==> config.mk <==
export PLATFORM = sky130hd
export DESIGN_NAME = acc_alu
export DESIGN_NICKNAME = d
export VERILOG_FILES = /design/src/rtl/acc_alu_pkg.sv /design/src/rtl/acc_alu_ctrl.sv /design/src/rtl/acc_alu_dp.sv /design/src/rtl/acc_alu.sv
export SDC_FILE = /design/constraint.sdc
export NUM_CORES = 1
export LEC_CHECK = 0
export BUFFER_PORTS_ARGS = -buffer_cell sky130_fd_sc_hd__buf_2
export CAP_MARGIN = 10
export CORE_AREA = 10 10 79 81
export CTS_CLUSTER_DIAMETER = 100
export DETAILED_ROUTE_END_ITERATION = 6
export DIE_AREA = 0 0 89 91
export GPL_TIMING_DRIVEN = 0
export HOLD_SLACK_MARGIN = 0.1
export SETUP_SLACK_MARGIN = 0.02
export SYNTH_ARGS = -nofsm -noshare
export SYNTH_HDL_FRONTEND = slang
export SYNTH_HIERARCHICAL = 1
export SYNTH_SLANG_ARGS = --single-unit
==> constraint.sdc <==
create_clock -name clk -period 10.7 [get_ports clk]
set_input_delay 1.07 -clock clk [delete_from_list [all_inputs] [get_ports clk]]
set_output_delay 1.07 -clock clk [all_outputs]
set_load 0.02 [all_outputs]
==> src/rtl/acc_alu_pkg.sv <==
package acc_alu_pkg;

  localparam int FLAG_W  = 5;
  localparam int FLG_S   = 4;
  localparam int FLG_Z   = 3;
  localparam int FLG_AC  = 2;
  localparam int FLG_P   = 1;
  localparam int FLG_CY  = 0;

  typedef enum logic [2:0] {
    OP_ADD = 3'd0,
    OP_ADC = 3'd1,
    OP_SUB = 3'd2,
    OP_SBB = 3'd3,
    OP_INC = 3'd4,
    OP_DEC = 3'd5,
    OP_CPL = 3'd6,
    OP_RLC = 3'd7
  } aluOp_e;

  typedef enum logic [1:0] {
    CIN_ZERO = 2'd0,
    CIN_ONE  = 2'd1,
    CIN_CY   = 2'd2,
    CIN_NCY  = 2'd3
  } cinSel_e;

  typedef enum logic [1:0] {
    RES_SUM = 2'd0,
    RES_CPL = 2'd1,
    RES_ROT = 2'd2
  } resSel_e;

  typedef struct packed {
    logic    bConst;   // replace operand by zero
    logic    bInvert;  // invert adder operand
    cinSel_e cinSel;
    logic    borrow;   // invert carry-out
    resSel_e resSel;
    logic    wrArith;  // update S, Z, AC, P
    logic    wrCarry;  // update CY
  } aluStrobe_t;

endpackage

==> src/rtl/acc_alu_ctrl.sv <==
module acc_alu_ctrl
  import acc_alu_pkg::*;
(
  input  logic [2:0]  opSel,
  output aluStrobe_t  strobe
);

  aluOp_e op;
  assign op = aluOp_e'(opSel);

  always_comb begin
    strobe = '{bConst: 1'b0, bInvert: 1'b0, cinSel: CIN_ZERO, borrow: 1'b0,
               resSel: RES_SUM, wrArith: 1'b1, wrCarry: 1'b1};
    unique case (op)
      OP_ADD: ;
      OP_ADC: strobe.cinSel = CIN_CY;
      OP_SUB: begin
        strobe.bInvert = 1'b1;
        strobe.cinSel  = CIN_ONE;
        strobe.borrow  = 1'b1;
      end
      OP_SBB: begin
        strobe.bInvert = 1'b1;
        strobe.cinSel  = CIN_NCY;
        strobe.borrow  = 1'b1;
      end
      OP_INC: begin
        strobe.bConst  = 1'b1;
        strobe.cinSel  = CIN_ONE;
        strobe.wrCarry = 1'b0;
      end
      OP_DEC: begin
        strobe.bConst  = 1'b1;
        strobe.bInvert = 1'b1;
        strobe.wrCarry = 1'b0;
      end
      OP_CPL: begin
        strobe.resSel  = RES_CPL;
        strobe.wrArith = 1'b0;
        strobe.wrCarry = 1'b0;
      end
      OP_RLC: begin
        strobe.resSel  = RES_ROT;
        strobe.wrArith = 1'b0;
      end
      default: ;
    endcase
  end

endmodule

==> src/rtl/acc_alu_dp.sv <==
module acc_alu_dp
  import acc_alu_pkg::*;
#(
  parameter int DW     = 8,
  parameter int NIB_W  = 4
) (
  input  logic [DW-1:0]     accIn,
  input  logic [DW-1:0]     operandIn,
  input  aluStrobe_t        strobe,
  input  logic [FLAG_W-1:0] flagsCur,
  output logic [DW-1:0]     result,
  output logic [FLAG_W-1:0] flagsNext
);

  logic [DW-1:0]    bOp;
  logic             cin;
  logic [DW:0]      sumFull;
  logic [NIB_W:0]   lowSum;
  logic             newCarry;

  always_comb begin
    bOp = strobe.bConst ? '0 : operandIn;
    if (strobe.bInvert) bOp = ~bOp;
  end

  always_comb begin
    unique case (strobe.cinSel)
      CIN_ZERO: cin = 1'b0;
      CIN_ONE:  cin = 1'b1;
      CIN_CY:   cin = flagsCur[FLG_CY];
      CIN_NCY:  cin = ~flagsCur[FLG_CY];
      default:  cin = 1'b0;
    endcase
  end

  assign sumFull = {1'b0, accIn} + {1'b0, bOp} + {{DW{1'b0}}, cin};
  assign lowSum  = {1'b0, accIn[NIB_W-1:0]} + {1'b0, bOp[NIB_W-1:0]}
                 + {{NIB_W{1'b0}}, cin};

  always_comb begin
    unique case (strobe.resSel)
      RES_CPL: result = ~accIn;
      RES_ROT: result = {accIn[DW-2:0], accIn[DW-1]};
      default: result = sumFull[DW-1:0];
    endcase
  end

  assign newCarry = (strobe.resSel == RES_ROT) ? accIn[DW-1]
                                               : (sumFull[DW] ^ strobe.borrow);

  always_comb begin
    flagsNext = flagsCur;
    if (strobe.wrArith) begin
      flagsNext[FLG_S]  = result[DW-1];
      flagsNext[FLG_Z]  = (result == '0);
      flagsNext[FLG_AC] = lowSum[NIB_W];
      flagsNext[FLG_P]  = ~^result;
    end
    if (strobe.wrCarry) flagsNext[FLG_CY] = newCarry;
  end

endmodule

==> src/rtl/acc_alu.sv <==
module acc_alu
  import acc_alu_pkg::*;
#(
  parameter int DW = 8
) (
  input  logic              clk,
  input  logic              rstN,
  input  logic              opValid,
  input  logic [2:0]        opSel,
  input  logic [DW-1:0]     accIn,
  input  logic [DW-1:0]     operandIn,
  output logic [DW-1:0]     result,
  output logic [FLAG_W-1:0] flagsNext,
  output logic [FLAG_W-1:0] flagsOut
);

  aluStrobe_t        strobe;
  logic [FLAG_W-1:0] flagReg;

  acc_alu_ctrl ctrl_i (
    .opSel  (opSel),
    .strobe (strobe)
  );

  acc_alu_dp #(.DW(DW)) dp_i (
    .accIn     (accIn),
    .operandIn (operandIn),
    .strobe    (strobe),
    .flagsCur  (flagReg),
    .result    (result),
    .flagsNext (flagsNext)
  );

  always_ff @(posedge clk or negedge rstN) begin
    if (!rstN)        flagReg <= '0;
    else if (opValid) flagReg <= flagsNext;
  end

  assign flagsOut = flagReg;

endmodule

==> results.cfg <==
[status]
status = completed

[floorplan]
core_area_sq_um = 4660
die_area_sq_um = 8100
pin_count = 40
initial_utilization_pct = 24.6
dieWidth_microns = 89
num_rows = 25
fp.dieH_microns = 91

[critical_path]
reg2reg_to = flagsOut[1]
r2r_slack_ps = 7210
arrival_ps = 4920
worstSetupStartpointType = primary input
worstPathMaxFanout = 10
r2r_start = flagsOut[0]
crit_chain = buf_2 -> and2b_1 -> a21o_1 -> clkbuf_1 -> xnor2_1 -> fa_1 -> inv_1 -> fa_1 -> nor2b_4 -> o21ai_2 -> a21oi_2 -> or4b_4 -> nand3_1 -> ha_1 -> xnor2_1 -> xnor2_1 -> mux2_2 -> buf_2
critPathRequiredTime_ps = 9630
crit_start = opSel[1]
path_common_cell = xnor2_1
reg2reg_depth = 15
critPathKind = in -> out
end_kind = output pin
critical-path-max-stage-delay_ps = 510
critical_path.slowest_cell = or4b_4

[logic_synthesis]
ys_warn_count = 6
netlist_instances = 149
syn_nets = 186
synth-edff-count = 0
synthesis.area_sq_um = 1140
synth_async_sr_flop_share_pct = 100
ys_ff_latch = 5
yosysSeqAreaShare_pct = 10.9
syn_avg_cell_area_sq_um = 7.68
synth_flop_cell = dfrtp_1
synth.distinct_cells = 37

[sta]
slew_viol_final = 0
finalHoldViolations = 0
period_needed_ps = 5990
relSlewSlack_pct = 65.2
setup_ws_ps = 4710
fmax_ghz = 0.167
rsz0062_at_grt = no
finalSetupTns_ps = 0
worst_slew_pin_slew_ps = 522
finalSetupViolCount = 0
fin_crit_sh_pct = 56.0
finClkSkew_ps = 1.12

[placed_design]
pre_cts_ws_ps = 4700
port_buffers = 39
routabilityCongestion = 0.804
dp_hpwl_mm = 2.86
dp.cells = 242

[final_layout]
diodes = 0
syn_to_final_growth_pct = 26.9
final_layout_size_suffix_gt1_share_pct = 28.6
final_util_pct = 31.2
stdcell_count = 246
final_common_cell = buf_2
nets = 230
largest_reg_flops = 5
final_cell_mix = 39 x buf_2, 15 x inv_1, 14 x xnor2_1

[clock_tree]
cts_resized = 0
path_clk_slew_ps = 30
clockBufferDepth = 2
hold_buffers = 0
clk_latency_ps = 220
post_cts_buffers = 0
numCtsBuffers = 3
clock-sinks = 5
root_buffer = clkbuf_8
htreeDepth = 1
cts_tree = done

[grt]
grt_max_degree = 11
grt_pass1_vias = 1248
antenna_found_initial = 0
grt_pass1_wl_mm = 5.70
grt_usage_pct = 8.58
gr-total-overflow = 0

[route]
detail_route.iter0.violations = 34
drc = 0
drt_wl_total_mm = 3.21
vias_per_cell = 4.65
drt_first_pass_iters = 4
wl_per_cell_microns = 13.1
postRouteAntennaNets = 0
via_count = 1143

[worst_hold_path]
hold_end = flagsOut[3]
whs_path_depth = 1
hp-class = reg -> reg
worstHoldStart = flagsOut[3]

[power]
ir_drop_mv = 0.102
leakagePower_nw = 0.727
powerDensity_nw_per_um2 = 174

[flow_run]
drv_cap = 0
## per-stage QoR
stage	power, W	area (sq um)	hold WS (ps)
3_3_place_gp	0.000220	1410	518
5_1_grt	0.000280	1450	561
2_1_floorplan	0.000167	1140	649
6_report	0.000253	1450	527
3_5_place_dp	0.000221	1410	528
4_1_cts	0.000258	1450	535
## cells in the mapped netlist, types with 2 or more instances
cell type  instances  share of area (%)
fa_1               2                3.5
nor2b_1            2                1.1
xor2_1             2                1.5
o21ai_0            7                3.1
a211oi_1           3                2.0
a21o_1             8                5.2
nand2b_1          11                6.0
dfrtp_1            5                 11
and2b_1            2                1.3
nand3_1            3                1.3
nor2_1             7                2.3
xnor2_1           14                 11
mux2_2             8                7.9
inv_1             15                4.9
nand2_1           13                4.3
ha_1              13                 14
o211ai_1           2                1.3
clkbuf_1           3               0.98
a21oi_1           11                4.8
## area by class of cell
class	count	area, sq um
Buffer	4	15.0
Tap cell	54	67.6
Clock buffer	4	45.0
Sequential cell	5	125
Inverter	15	56.3
Fill cell	527	3210
Multi-Input combinational cell	125	948
Timing Repair Buffer	39	195
## power breakdown
part / internal [W] / total, W / switching, W
clock: 0.0000255 / 0.0000344 / 0.00000889
sequential: 0.0000248 / 0.0000285 / 0.00000375
combinational: 0.0000831 / 0.000190 / 0.000107
total: 0.000133 / 0.000253 / 0.000119
## logic make-up (layout without fill, tap and decap cells)
| kind of cell | after synthesis | in the layout | synth area share, % |
|---|---|---|---|
| mux | 9 | 9 | 8.74 |
| fa+ha+maj | 15 | 15 | 17.7 |
| compound gates | 38 | 38 | 21.5 |
| simple gates | 47 | 47 | 22.6 |
| xor+xnor | 16 | 16 | 12.2 |
| buf+inv | 19 | 62 | 6.23 |
| flops | 5 | 5 | 10.9 |
## worst max-delay path, delay by kind of cell
family | cells | cell delay (ps)
AO/OA/AOI/OAI | 3 | 410
adder cells (fa/ha/maj) | 3 | 950
XOR/XNOR | 3 | 450
multiplexers | 1 | 270
AND/OR/NAND/NOR | 4 | 990
buffers and inverters | 4 | 780
## per-layer routing
metal  global-route usage, %  routed length [microns]  up-vias
met5                       0                        0        -
met3                    2.32                      270        3
met4                    2.39                       30        0
li1                        -                        -      601
met1                    10.5                     1530      504
met2                    14.2                     1390       35
## worst max-delay path by stage
| stage | end | slack [ps] | cells after the start |
|---|---|---|---|
| 2_1_floorplan | flagsNext[1] | 5240 | 16 |
| 3_3_place_gp | flagsNext[1] | 4710 | 18 |
| 3_5_place_dp | flagsNext[1] | 4700 | 18 |
| 4_1_cts | flagsNext[1] | 4680 | 18 |
| 5_1_grt | flagsNext[1] | 4400 | 16 |
| 6_report | flagsNext[1] | 4710 | 18 |
(Power assumes the default switching activity.)
